$ cat config.mk
export PLATFORM = sky130hd
export DESIGN_NAME = boot_src_ctrl
export DESIGN_NICKNAME = d
export VERILOG_FILES = /design/src/rtl/boot_src_pkg.sv /design/src/rtl/boot_rd_port.sv /design/src/rtl/boot_seq_fsm.sv /design/src/rtl/boot_ctl_regs.sv /design/src/rtl/boot_src_ctrl.sv
export SDC_FILE = /design/constraint.sdc
export NUM_CORES = 1
export LEC_CHECK = 0
export ABC_AREA = 1
export BUFFER_PORTS_ARGS = -buffer_cell sky130_fd_sc_hd__buf_2
export CAP_MARGIN = 25
export CORE_MARGIN = 2
export CORE_UTILIZATION = 35
export CTS_CLUSTER_SIZE = 25
export DETAILED_ROUTE_END_ITERATION = 8
export GPL_ROUTABILITY_DRIVEN = 0
export PLACE_DENSITY = 0.51
export SLEW_MARGIN = 0
export SYNTH_ARGS = -nofsm -noshare
export SYNTH_HDL_FRONTEND = slang
export SYNTH_SLANG_ARGS = --single-unit
$ cat constraint.sdc
create_clock -name clk -period 3.2 [get_ports clk]
set_clock_uncertainty 0.15 [all_clocks]
set_input_delay 0 -clock clk [delete_from_list [all_inputs] [get_ports clk]]
set_output_delay 0 -clock clk [all_outputs]
set_load 0.01 [all_outputs]
$ cat src/rtl/boot_src_pkg.sv
package boot_src_pkg;

    typedef enum logic [1:0] {
        MODE_DFLT   = 2'b00,
        MODE_HOST   = 2'b01,
        MODE_EEPROM = 2'b10,
        MODE_EXTMEM = 2'b11
    } boot_mode_e;

    typedef enum logic [3:0] {
        ST_SIG_REQ,
        ST_SIG_WAIT,
        ST_ID_REQ,
        ST_ID_WAIT,
        ST_LEN_REQ,
        ST_LEN_WAIT,
        ST_COPY_REQ,
        ST_COPY_WAIT,
        ST_RELEASE,
        ST_DONE
    } seq_state_e;

    localparam logic [7:0] SIG_HOST   = 8'hC0;
    localparam logic [7:0] SIG_EEPROM = 8'hC2;

    localparam int ID_BASE      = 1;
    localparam int ID_BYTES     = 6;
    localparam int LEN_BASE     = 7;
    localparam int PAYLOAD_BASE = 9;
    localparam int LEN_W        = 16;

endpackage

$ cat src/rtl/boot_rd_port.sv
module boot_rd_port #(
    parameter int AW      = 16,
    parameter int TMO_CYC = 64
) (
    input  logic          clk,
    input  logic          rst_n,
    input  logic          start,
    input  logic [AW-1:0] addr,
    input  logic          rd_ack,
    input  logic [7:0]    rd_data,
    output logic          rd_req,
    output logic [AW-1:0] rd_addr,
    output logic          got,
    output logic          tmo,
    output logic [7:0]    data
);
    localparam int CW = $clog2(TMO_CYC + 1);

    logic          busy;
    logic [AW-1:0] addr_q;
    logic [CW-1:0] cnt;

    always_ff @(posedge clk or negedge rst_n) begin
        if (!rst_n) begin
            busy   <= 1'b0;
            addr_q <= '0;
            cnt    <= '0;
        end else if (start) begin
            busy   <= 1'b1;
            addr_q <= addr;
            cnt    <= '0;
        end else if (busy) begin
            if (got || tmo) begin
                busy <= 1'b0;
            end else begin
                cnt <= cnt + 1'b1;
            end
        end
    end

    assign got     = busy & rd_ack;
    assign tmo     = busy & ~rd_ack & (cnt == CW'(TMO_CYC - 1));
    assign data    = rd_data;
    assign rd_req  = busy;
    assign rd_addr = addr_q;

endmodule

$ cat src/rtl/boot_seq_fsm.sv
module boot_seq_fsm
    import boot_src_pkg::*;
#(
    parameter int AW = 16
) (
    input  logic          clk,
    input  logic          rst_n,
    input  logic          ext_pin,
    input  logic          got,
    input  logic          tmo,
    input  logic [7:0]    data,
    output logic          rd_start,
    output logic [AW-1:0] rd_addr,
    output logic          ram_we,
    output logic [AW-1:0] ram_addr,
    output logic [7:0]    ram_wdata,
    output logic          seq_release,
    output logic          seq_renum,
    output logic          boot_done,
    output boot_mode_e    boot_mode,
    output logic [15:0]   vid,
    output logic [15:0]   pid,
    output logic [15:0]   rel
);
    seq_state_e             state, nxt;
    boot_mode_e             mode_q;
    logic [LEN_W-1:0]       idx;
    logic [LEN_W-1:0]       len;
    logic [8*ID_BYTES-1:0]  id_q;
    logic                   sig_hit;
    logic                   fallback_now;
    boot_mode_e             fb_mode;

    assign sig_hit = (data == SIG_HOST) || (data == SIG_EEPROM);
    assign fb_mode = ext_pin ? MODE_EXTMEM : MODE_DFLT;

    // state register
    always_ff @(posedge clk or negedge rst_n) begin
        if (!rst_n) begin
            state <= ST_SIG_REQ;
        end else begin
            state <= nxt;
        end
    end

    // next-state logic
    always_comb begin
        nxt = state;
        unique case (state)
            ST_SIG_REQ:  nxt = ST_SIG_WAIT;
            ST_SIG_WAIT: begin
                if (got) begin
                    nxt = sig_hit ? ST_ID_REQ : ST_DONE;
                end else if (tmo) begin
                    nxt = ST_DONE;
                end
            end
            ST_ID_REQ:   nxt = ST_ID_WAIT;
            ST_ID_WAIT: begin
                if (got) begin
                    if (idx == LEN_W'(ID_BYTES - 1)) begin
                        nxt = (mode_q == MODE_EEPROM) ? ST_LEN_REQ : ST_DONE;
                    end else begin
                        nxt = ST_ID_REQ;
                    end
                end else if (tmo) begin
                    nxt = ST_DONE;
                end
            end
            ST_LEN_REQ:  nxt = ST_LEN_WAIT;
            ST_LEN_WAIT: begin
                if (got) begin
                    if (idx == LEN_W'(1)) begin
                        nxt = ({data, len[7:0]} == '0) ? ST_RELEASE : ST_COPY_REQ;
                    end else begin
                        nxt = ST_LEN_REQ;
                    end
                end else if (tmo) begin
                    nxt = ST_DONE;
                end
            end
            ST_COPY_REQ: nxt = ST_COPY_WAIT;
            ST_COPY_WAIT: begin
                if (got) begin
                    nxt = (idx == len - 1'b1) ? ST_RELEASE : ST_COPY_REQ;
                end else if (tmo) begin
                    nxt = ST_DONE;
                end
            end
            ST_RELEASE:  nxt = ST_DONE;
            ST_DONE:     nxt = ST_DONE;
            default:     nxt = ST_DONE;
        endcase
    end

    // read request issue
    assign rd_start = (state == ST_SIG_REQ) || (state == ST_ID_REQ) ||
                      (state == ST_LEN_REQ) || (state == ST_COPY_REQ);

    always_comb begin
        rd_addr = '0;
        unique case (state)
            ST_ID_REQ:   rd_addr = AW'(ID_BASE) + AW'(idx);
            ST_LEN_REQ:  rd_addr = AW'(LEN_BASE) + AW'(idx);
            ST_COPY_REQ: rd_addr = AW'(PAYLOAD_BASE) + AW'(idx);
            default:     rd_addr = '0;
        endcase
    end

    // hand-over strobes to the control registers
    assign fallback_now = ((state == ST_SIG_WAIT) && ((got && !sig_hit) || tmo)) ||
                          (((state == ST_ID_WAIT) || (state == ST_LEN_WAIT) ||
                            (state == ST_COPY_WAIT)) && tmo);
    assign seq_release  = (state == ST_RELEASE) || (fallback_now && ext_pin);
    assign seq_renum    = (state == ST_RELEASE);

    // outputs and datapath
    always_ff @(posedge clk or negedge rst_n) begin
        if (!rst_n) begin
            mode_q    <= MODE_DFLT;
            boot_done <= 1'b0;
            idx       <= '0;
            len       <= '0;
            id_q      <= '0;
            ram_we    <= 1'b0;
            ram_addr  <= '0;
            ram_wdata <= '0;
        end else begin
            ram_we    <= 1'b0;
            boot_done <= (nxt == ST_DONE);
            unique case (state)
                ST_SIG_WAIT: begin
                    if (got) begin
                        idx <= '0;
                        if (data == SIG_HOST) begin
                            mode_q <= MODE_HOST;
                        end else if (data == SIG_EEPROM) begin
                            mode_q <= MODE_EEPROM;
                        end else begin
                            mode_q <= fb_mode;
                        end
                    end else if (tmo) begin
                        mode_q <= fb_mode;
                    end
                end
                ST_ID_WAIT: begin
                    if (got) begin
                        id_q <= {data, id_q[8*ID_BYTES-1:8]};
                        idx  <= (idx == LEN_W'(ID_BYTES - 1)) ? '0 : idx + 1'b1;
                    end else if (tmo) begin
                        mode_q <= fb_mode;
                    end
                end
                ST_LEN_WAIT: begin
                    if (got) begin
                        if (idx == '0) begin
                            len[7:0] <= data;
                            idx      <= LEN_W'(1);
                        end else begin
                            len[15:8] <= data;
                            idx       <= '0;
                        end
                    end else if (tmo) begin
                        mode_q <= fb_mode;
                    end
                end
                ST_COPY_WAIT: begin
                    if (got) begin
                        ram_we    <= 1'b1;
                        ram_addr  <= AW'(idx);
                        ram_wdata <= data;
                        idx       <= idx + 1'b1;
                    end else if (tmo) begin
                        mode_q <= fb_mode;
                    end
                end
                default: ;
            endcase
        end
    end

    assign boot_mode = mode_q;
    assign vid       = id_q[15:0];
    assign pid       = id_q[31:16];
    assign rel       = id_q[47:32];

endmodule

$ cat src/rtl/boot_ctl_regs.sv
module boot_ctl_regs (
    input  logic clk,
    input  logic rst_n,
    input  logic boot_done,
    input  logic seq_release,
    input  logic seq_renum,
    input  logic fw_hold_we,
    input  logic fw_hold_val,
    input  logic fw_renum_set,
    input  logic fw_attach_we,
    input  logic fw_attach_val,
    output logic cpu_hold,
    output logic renum,
    output logic attach_pull
);
    always_ff @(posedge clk or negedge rst_n) begin
        if (!rst_n) begin
            cpu_hold    <= 1'b1;
            renum       <= 1'b0;
            attach_pull <= 1'b1;
        end else begin
            if (seq_release) begin
                cpu_hold <= 1'b0;
            end else if (boot_done && fw_hold_we) begin
                cpu_hold <= fw_hold_val;
            end
            if (seq_renum || (boot_done && fw_renum_set)) begin
                renum <= 1'b1;
            end
            if (fw_attach_we) begin
                attach_pull <= fw_attach_val;
            end
        end
    end

endmodule

$ cat src/rtl/boot_src_ctrl.sv
module boot_src_ctrl
    import boot_src_pkg::*;
#(
    parameter int AW      = 16,
    parameter int TMO_CYC = 64
) (
    input  logic          clk,
    input  logic          rst_n,
    input  logic          ext_boot_pin,
    output logic          rd_req,
    output logic [AW-1:0] rd_addr,
    input  logic          rd_ack,
    input  logic [7:0]    rd_data,
    output logic          ram_we,
    output logic [AW-1:0] ram_addr,
    output logic [7:0]    ram_wdata,
    input  logic          fw_hold_we,
    input  logic          fw_hold_val,
    input  logic          fw_renum_set,
    input  logic          fw_attach_we,
    input  logic          fw_attach_val,
    output logic          cpu_hold,
    output logic          renum,
    output logic          attach_pull,
    output logic          boot_done,
    output logic [1:0]    boot_mode,
    output logic [15:0]   vid,
    output logic [15:0]   pid,
    output logic [15:0]   rel
);
    logic          rd_start;
    logic [AW-1:0] req_addr;
    logic          got;
    logic          tmo;
    logic [7:0]    rdata;
    logic          seq_release;
    logic          seq_renum;
    boot_mode_e    mode_e;

    boot_rd_port #(.AW(AW), .TMO_CYC(TMO_CYC)) u_rd (
        .clk     (clk),
        .rst_n   (rst_n),
        .start   (rd_start),
        .addr    (req_addr),
        .rd_ack  (rd_ack),
        .rd_data (rd_data),
        .rd_req  (rd_req),
        .rd_addr (rd_addr),
        .got     (got),
        .tmo     (tmo),
        .data    (rdata)
    );

    boot_seq_fsm #(.AW(AW)) u_fsm (
        .clk         (clk),
        .rst_n       (rst_n),
        .ext_pin     (ext_boot_pin),
        .got         (got),
        .tmo         (tmo),
        .data        (rdata),
        .rd_start    (rd_start),
        .rd_addr     (req_addr),
        .ram_we      (ram_we),
        .ram_addr    (ram_addr),
        .ram_wdata   (ram_wdata),
        .seq_release (seq_release),
        .seq_renum   (seq_renum),
        .boot_done   (boot_done),
        .boot_mode   (mode_e),
        .vid         (vid),
        .pid         (pid),
        .rel         (rel)
    );

    boot_ctl_regs u_regs (
        .clk           (clk),
        .rst_n         (rst_n),
        .boot_done     (boot_done),
        .seq_release   (seq_release),
        .seq_renum     (seq_renum),
        .fw_hold_we    (fw_hold_we),
        .fw_hold_val   (fw_hold_val),
        .fw_renum_set  (fw_renum_set),
        .fw_attach_we  (fw_attach_we),
        .fw_attach_val (fw_attach_val),
        .cpu_hold      (cpu_hold),
        .renum         (renum),
        .attach_pull   (attach_pull)
    );

    assign boot_mode = mode_e;

endmodule

After elaboration in Yosys (flattened, before gate mapping)
Index checks and enable logic that the tools add are counted.
{ "totals": {"input_bits": 17, "elab_cells": 118, "register_bits": 139} }
{ "op_classes": {"muxes": 37, "reduce_logical": 33, "eq_ne": 22, "addsub": 5, "bitwise_logic": 5} }
{ "op_table": {"columns": ["operator", "count"], "rows": [
  ["$mux W16", 5],
  ["$pmux W16 S4", 1],
  ["$pmux W16 S3", 1],
  ["$mux W4", 11],
  ["$logic_not A16 Y1", 2],
  ["$pmux W4 S8", 1],
  ["$mux W7", 3],
  ["$add A1 B16 Y16 const A", 1],
  ["$add A3 B16 Y16 const A", 1],
  ["$add A4 B16 Y16 const A", 1],
  ["$eq A16 B1 Y1 const B", 1],
  ["$eq A16 B16 Y1", 1],
  ["$eq A16 B3 Y1 const B", 1],
  ["$eq A4 B3 Y1 const B", 4],
  ["$eq A8 B8 Y1 const B", 2],
  ["$sub A16 B1 Y16 const B", 1],
  ["$mux W2", 6],
  ["$logic_or A1 B1 Y1", 11],
  ["$eq A4 B2 Y1 const B", 2],
  ["$eq A4 B4 Y1 const B", 2],
  ["$mux W1", 8],
  ["$ne A2 B1 Y1 const B", 4],
  ["$reduce_and A2 Y1", 4],
  ["$add A7 B1 Y7 const B", 1],
  ["other kinds (15)", 27]
]} }

Depth between registers and ports, before layout
{ "logic_depth": {"word_depth": 10, "ltp_mapped": 19, "depth_no_buf": 19} }

Modules after synthesis
A second synthesis with hierarchy kept.
{ "unflattened": {"cells_unflattened": 948, "hier_area_um2": 7387.1} }
{ "by_module_without_submodules": {"columns": ["module", "area_per_inst_um2", "cells_per_inst", "instances"], "rows": [
  ["boot_seq_fsm", 6104.6, 792, 1],
  ["boot_rd_port", 1149.9, 139, 1],
  ["boot_ctl_regs", 132.6, 17, 1]
]} }

Worst setup path before layout
No wires, ideal clock.
{ "synth_timing": {"path_type": "register to register", "start": "reg u_fsm.state[3]", "end": "reg u_rd.addr_q[11], in the netlist u_rd.rd_addr[11]", "path_stages_with_launch": 19, "path_slack_ns": 0.410, "required_ns": 2.912, "setup_time_ns": 0.138, "t_arrival_ns": 2.502, "period_less_slack_ns": 2.790, "path_cell_list": "dfrtp_1 > nor2_1 > inv_2 > nor2_1 > inv_2 > nor2_1 > inv_2 > ha_1 > nand3_1 > nand2_1 > nand2_1 > a21oi_1 > nand2_1 > nor2_1 > nand2_1 > clkinv_1 > nand4_1 > nand3_1 > o211ai_1"} }
{ "synth_between": {"elab_chain_cells": 4} }
{ "synth_rtl": {"columns": ["element", "line", "rtl"], "rows": [
  ["start: declaration", "boot_seq_fsm.sv:25", "seq_state_e state, nxt;"],
  ["start signal: assignment", "boot_seq_fsm.sv:42", "state <= nxt;"],
  ["$eq A4 B2 Y1 or $logic_not A4 Y1 (tied branches)", "boot_seq_fsm.sv:97, boot_seq_fsm.sv:102", null],
  ["$logic_or A1 B1 Y1 (2 in a row)", "boot_seq_fsm.sv:97", "assign rd_start = (state == ST_SIG_REQ) || (state == ST_ID_REQ) ||"],
  ["$logic_or A1 B1 Y1", "boot_seq_fsm.sv:98", "(state == ST_LEN_REQ) || (state == ST_COPY_REQ);"],
  ["end signal: assignment", "boot_rd_port.sv:30", "addr_q <= addr;"],
  ["end: declaration", "boot_rd_port.sv:20", "logic [AW-1:0] addr_q;"]
]} }
Several ways; a longest one is shown, not always the timed one.
A chain may end at the register's enable or synchronous reset.

Worst setup path in the final report
{ "layout_timing": {"start": "reg u_fsm.state[3]", "end": "reg u_rd.addr_q[12], in the netlist u_rd.rd_addr[12]"} }
The elaborated chain is that of the path after synthesis.

==> reports/qor.txt <==
Status - finished clean
Rows - 51
Multi-input gate area - 0.00305 sq mm
Met2 routed WL - 8340 microns
Final Hold Vio Count - 0
Largest net degree at the start of global routing - 73
Post-route insts no fill - 1281
Number of warnings issued by yosys - 0
CTS Sinks - 139
Main flop type after synthesis - dfrtp_1
Cell area after layout - 0.00865 sq mm
Avg WL per Cell - 15.0 microns
Critical Path Fanout Max - 5
Max Cap Viol - 0
Global Route Usage Sum - 18.6%
Most common cell after layout, fill and taps aside - nand2_1
Tcrit/Tclk final - 91.3%
Drt first pass iters - 5
Power per Cell Area - 472 mW/mm^2
Min cycle time layout - 2.92 ns
Fill cells - 2025
Buffers on Ports - 112
Bufs on Longest Clock Path - 2
GR Overflow Total - 0
First-pass GRT wire length - 31700 microns
WL met3 - 817 microns
Leakage power - 0.00473 uW
Post-CTS Repair Setup Buffers - 0
Worst R2R End - u_rd.rd_addr[12]
Unique masters post-synth - 49
Root Driver - clkbuf_16
TritonCTS clock tree - built
Clk_lat worst skew - 0.43 ns
Post-Syn Nets - 906
Mean Syn Cell Area - 8.00 sq um
Number of global-route vias before repair - 6001
Final setup fails - 0
Setup Total Neg Slack - 0 ns
Antenna-violating nets left - 0
Inst Count DP - 1232
DRC viols - 0
Post-synthesis sequential area ratio - 49.5%
Area contributors post-synth - dfrtp_1 (49%), nand2_1 (15%), inv_1 (4.6%)
Post-synthesis cell type with the largest combined area - dfrtp_1
Reg clk slew, reported paths - 0.07 ns
Top cell type's share of synthesized area - 48.7%
Worst path arrival time - 3.07 ns
Tot Pwr - 4090 uW
Slew @ Worst Pin - 0.864 ns
Path depth of the worst reg2reg path - 16
CTS Buf Count - 17
Vias - 6234
Fin worst setup slack - 0.279 ns
Post-synthesis instance total - 880
Mapped Area - 0.00704 sq mm
Placed cell area - 0.00785 sq mm
Unrepaired setup endpoints after global routing - false
Initial DRC count - 365
Slew Viols, Final - 0
Fin nets - 1029
Area of the core - 0.0196 sq mm
Post-synthesis register bit count - 139
Worst min path class - in2async
H-tree depth - 4
EDFF count, synth - 0
Asr flop ratio synth - 100%
Worst r2r src - u_fsm.state[3]
Initial antenna violation count - 0
Met1 Routed Length - 9570 microns
Commonest non-fill, non-tap cells in the layout - nand2_1 (287), dfrtp_1 (137), buf_2 (111)
Max Used Layer - met4
Sequential standard cell area - 0.00348 sq mm
Avg Vias per Cell - 4.87
Slew margin rel. - 42.3%
Layout cell share with drive strength beyond 1 - 18.3%
P&R area growth vs syn - 22.9%
Die area - 0.0213 sq mm
Startpoint Class - flip-flop
CP required - 3.35 ns
Antenna diodes - 0
HPWL after DPL - 13700 microns
Peak supply drop - 0.326 mV
Crit path capture type - flip-flop
Critical path class - reg2reg
Setup WS pre-CTS - 0.278 ns
Die extent in y - 146 microns
Final wirelength - 19200 microns
Die width - 146 microns
Initial Util - 35.9%
Fmax achieved - 342 MHz
Internal reg-to-reg setup slack - 0.28 ns
I/O pin count - 113
-- sequential cells by signal (all words and copies together), names as in the netlist, 2 cells and up --
| signal | count |
|---|---|
| u_fsm.boot_mode | 2 |
| u_fsm.ram_wdata | 8 |
| u_fsm.idx | 16 |
| u_fsm.len | 16 |
| u_rd.rd_addr | 16 |
| u_fsm.ram_addr | 16 |
| u_fsm.id_q | 48 |
| u_fsm.state | 4 |
| u_rd.cnt | 7 |
-- layer usage --
metal  global-route usage, %  vias to the layer above
met3                    3.64                       27
met2                    27.6                      150
met1                    26.8                     2950
met4                    7.16                        0
li1                        -                     3107
met5                       0                        -
-- timing repair --
action	CTS	global route
setup endpoints to repair	0	4
resized for setup	0	2
endpoints found under the hold margin	110	0
hold buffers	17	0
-- Yosys cell counts (12+ instances only) --
cell / n
a21oi_1: 20
buf_2: 17
clkbuf_1: 12
dfrtp_1: 137
inv_1: 86
nand2_1: 287
nand3_1: 37
nand4_1: 13
nor2_1: 52
o21ai_0: 45
o21ai_1: 47
o22ai_1: 14
xor2_1: 20
-- stage by stage --
step	util [%]	hold WS [ns]
2_1_floorplan	-	-0.446
3_3_place_gp	40.1	-0.0756
3_5_place_dp	40.1	-0.0797
4_1_cts	44.1	0.0429
5_1_grt	44.2	0.0711
6_report	44.2	0.0171
-- power by group --
group          internal (uW)  total [uW]  switching, uW  leakage (uW)
Combinational           58.4         157           98.9       0.00265
Clock                   1310        2110            804      0.000294
Sequential              1790        1810           23.7       0.00179
-- worst max-delay path by stage --
| stage | slack, ns | endpoint | depth (start not counted) | start |
|---|---|---|---|---|
| after floorplan | 0.41 | u_rd.rd_addr[11] | 18 | u_fsm.state[3] |
| after global placement | 0.34 | u_rd.rd_addr[11] | 18 | u_fsm.state[3] |
| after detailed placement | 0.28 | u_rd.rd_addr[11] | 18 | u_fsm.state[3] |
| after CTS | 0.25 | u_rd.rd_addr[13] | 18 | u_fsm.state[3] |
| after global routing | 0.04 | u_rd.rd_addr[13] | 18 | u_fsm.state[3] |
| final | 0.28 | u_rd.rd_addr[12] | 16 | u_fsm.state[3] |
-- logic make-up after synthesis --
logic type,share of synthesized area [%]
and+or+nand+nor,25.8
buffers and inverters,7.25
AOI/OAI and AO/OA,12.5
xor gates and xnor gates,2.99
adders and majority gates,1.71
muxes,0.302
DFF,49.5
-- layout make-up --
class | instances | share of cell area (%)
Multi-Input combinational cell | 612 | 35.3
Timing Repair Buffer | 135 | 9.19
Tap cell | 265 | 3.83
Sequential cell | 139 | 40.2
Clock inverter | 13 | 2.21
Clock buffer | 19 | 5.01
Inverter | 98 | 4.25
-- worst max-delay path, stage by stage (launching register included) --
cell,delay [ns]
dfrtp_1,0.42
nor2_1,0.19
inv_2,0.08
nor2_2,0.13
inv_2,0.05
nor2_1,0.14
inv_2,0.07
ha_1,0.34
nand2_1,0.06
o21ai_0,0.26
nand2_1,0.15
nor2_1,0.16
nand2_1,0.15
nor2_1,0.17
nand4_1,0.09
nand3_1,0.09
o211ai_1,0.08
(Power assumes the default switching activity.)
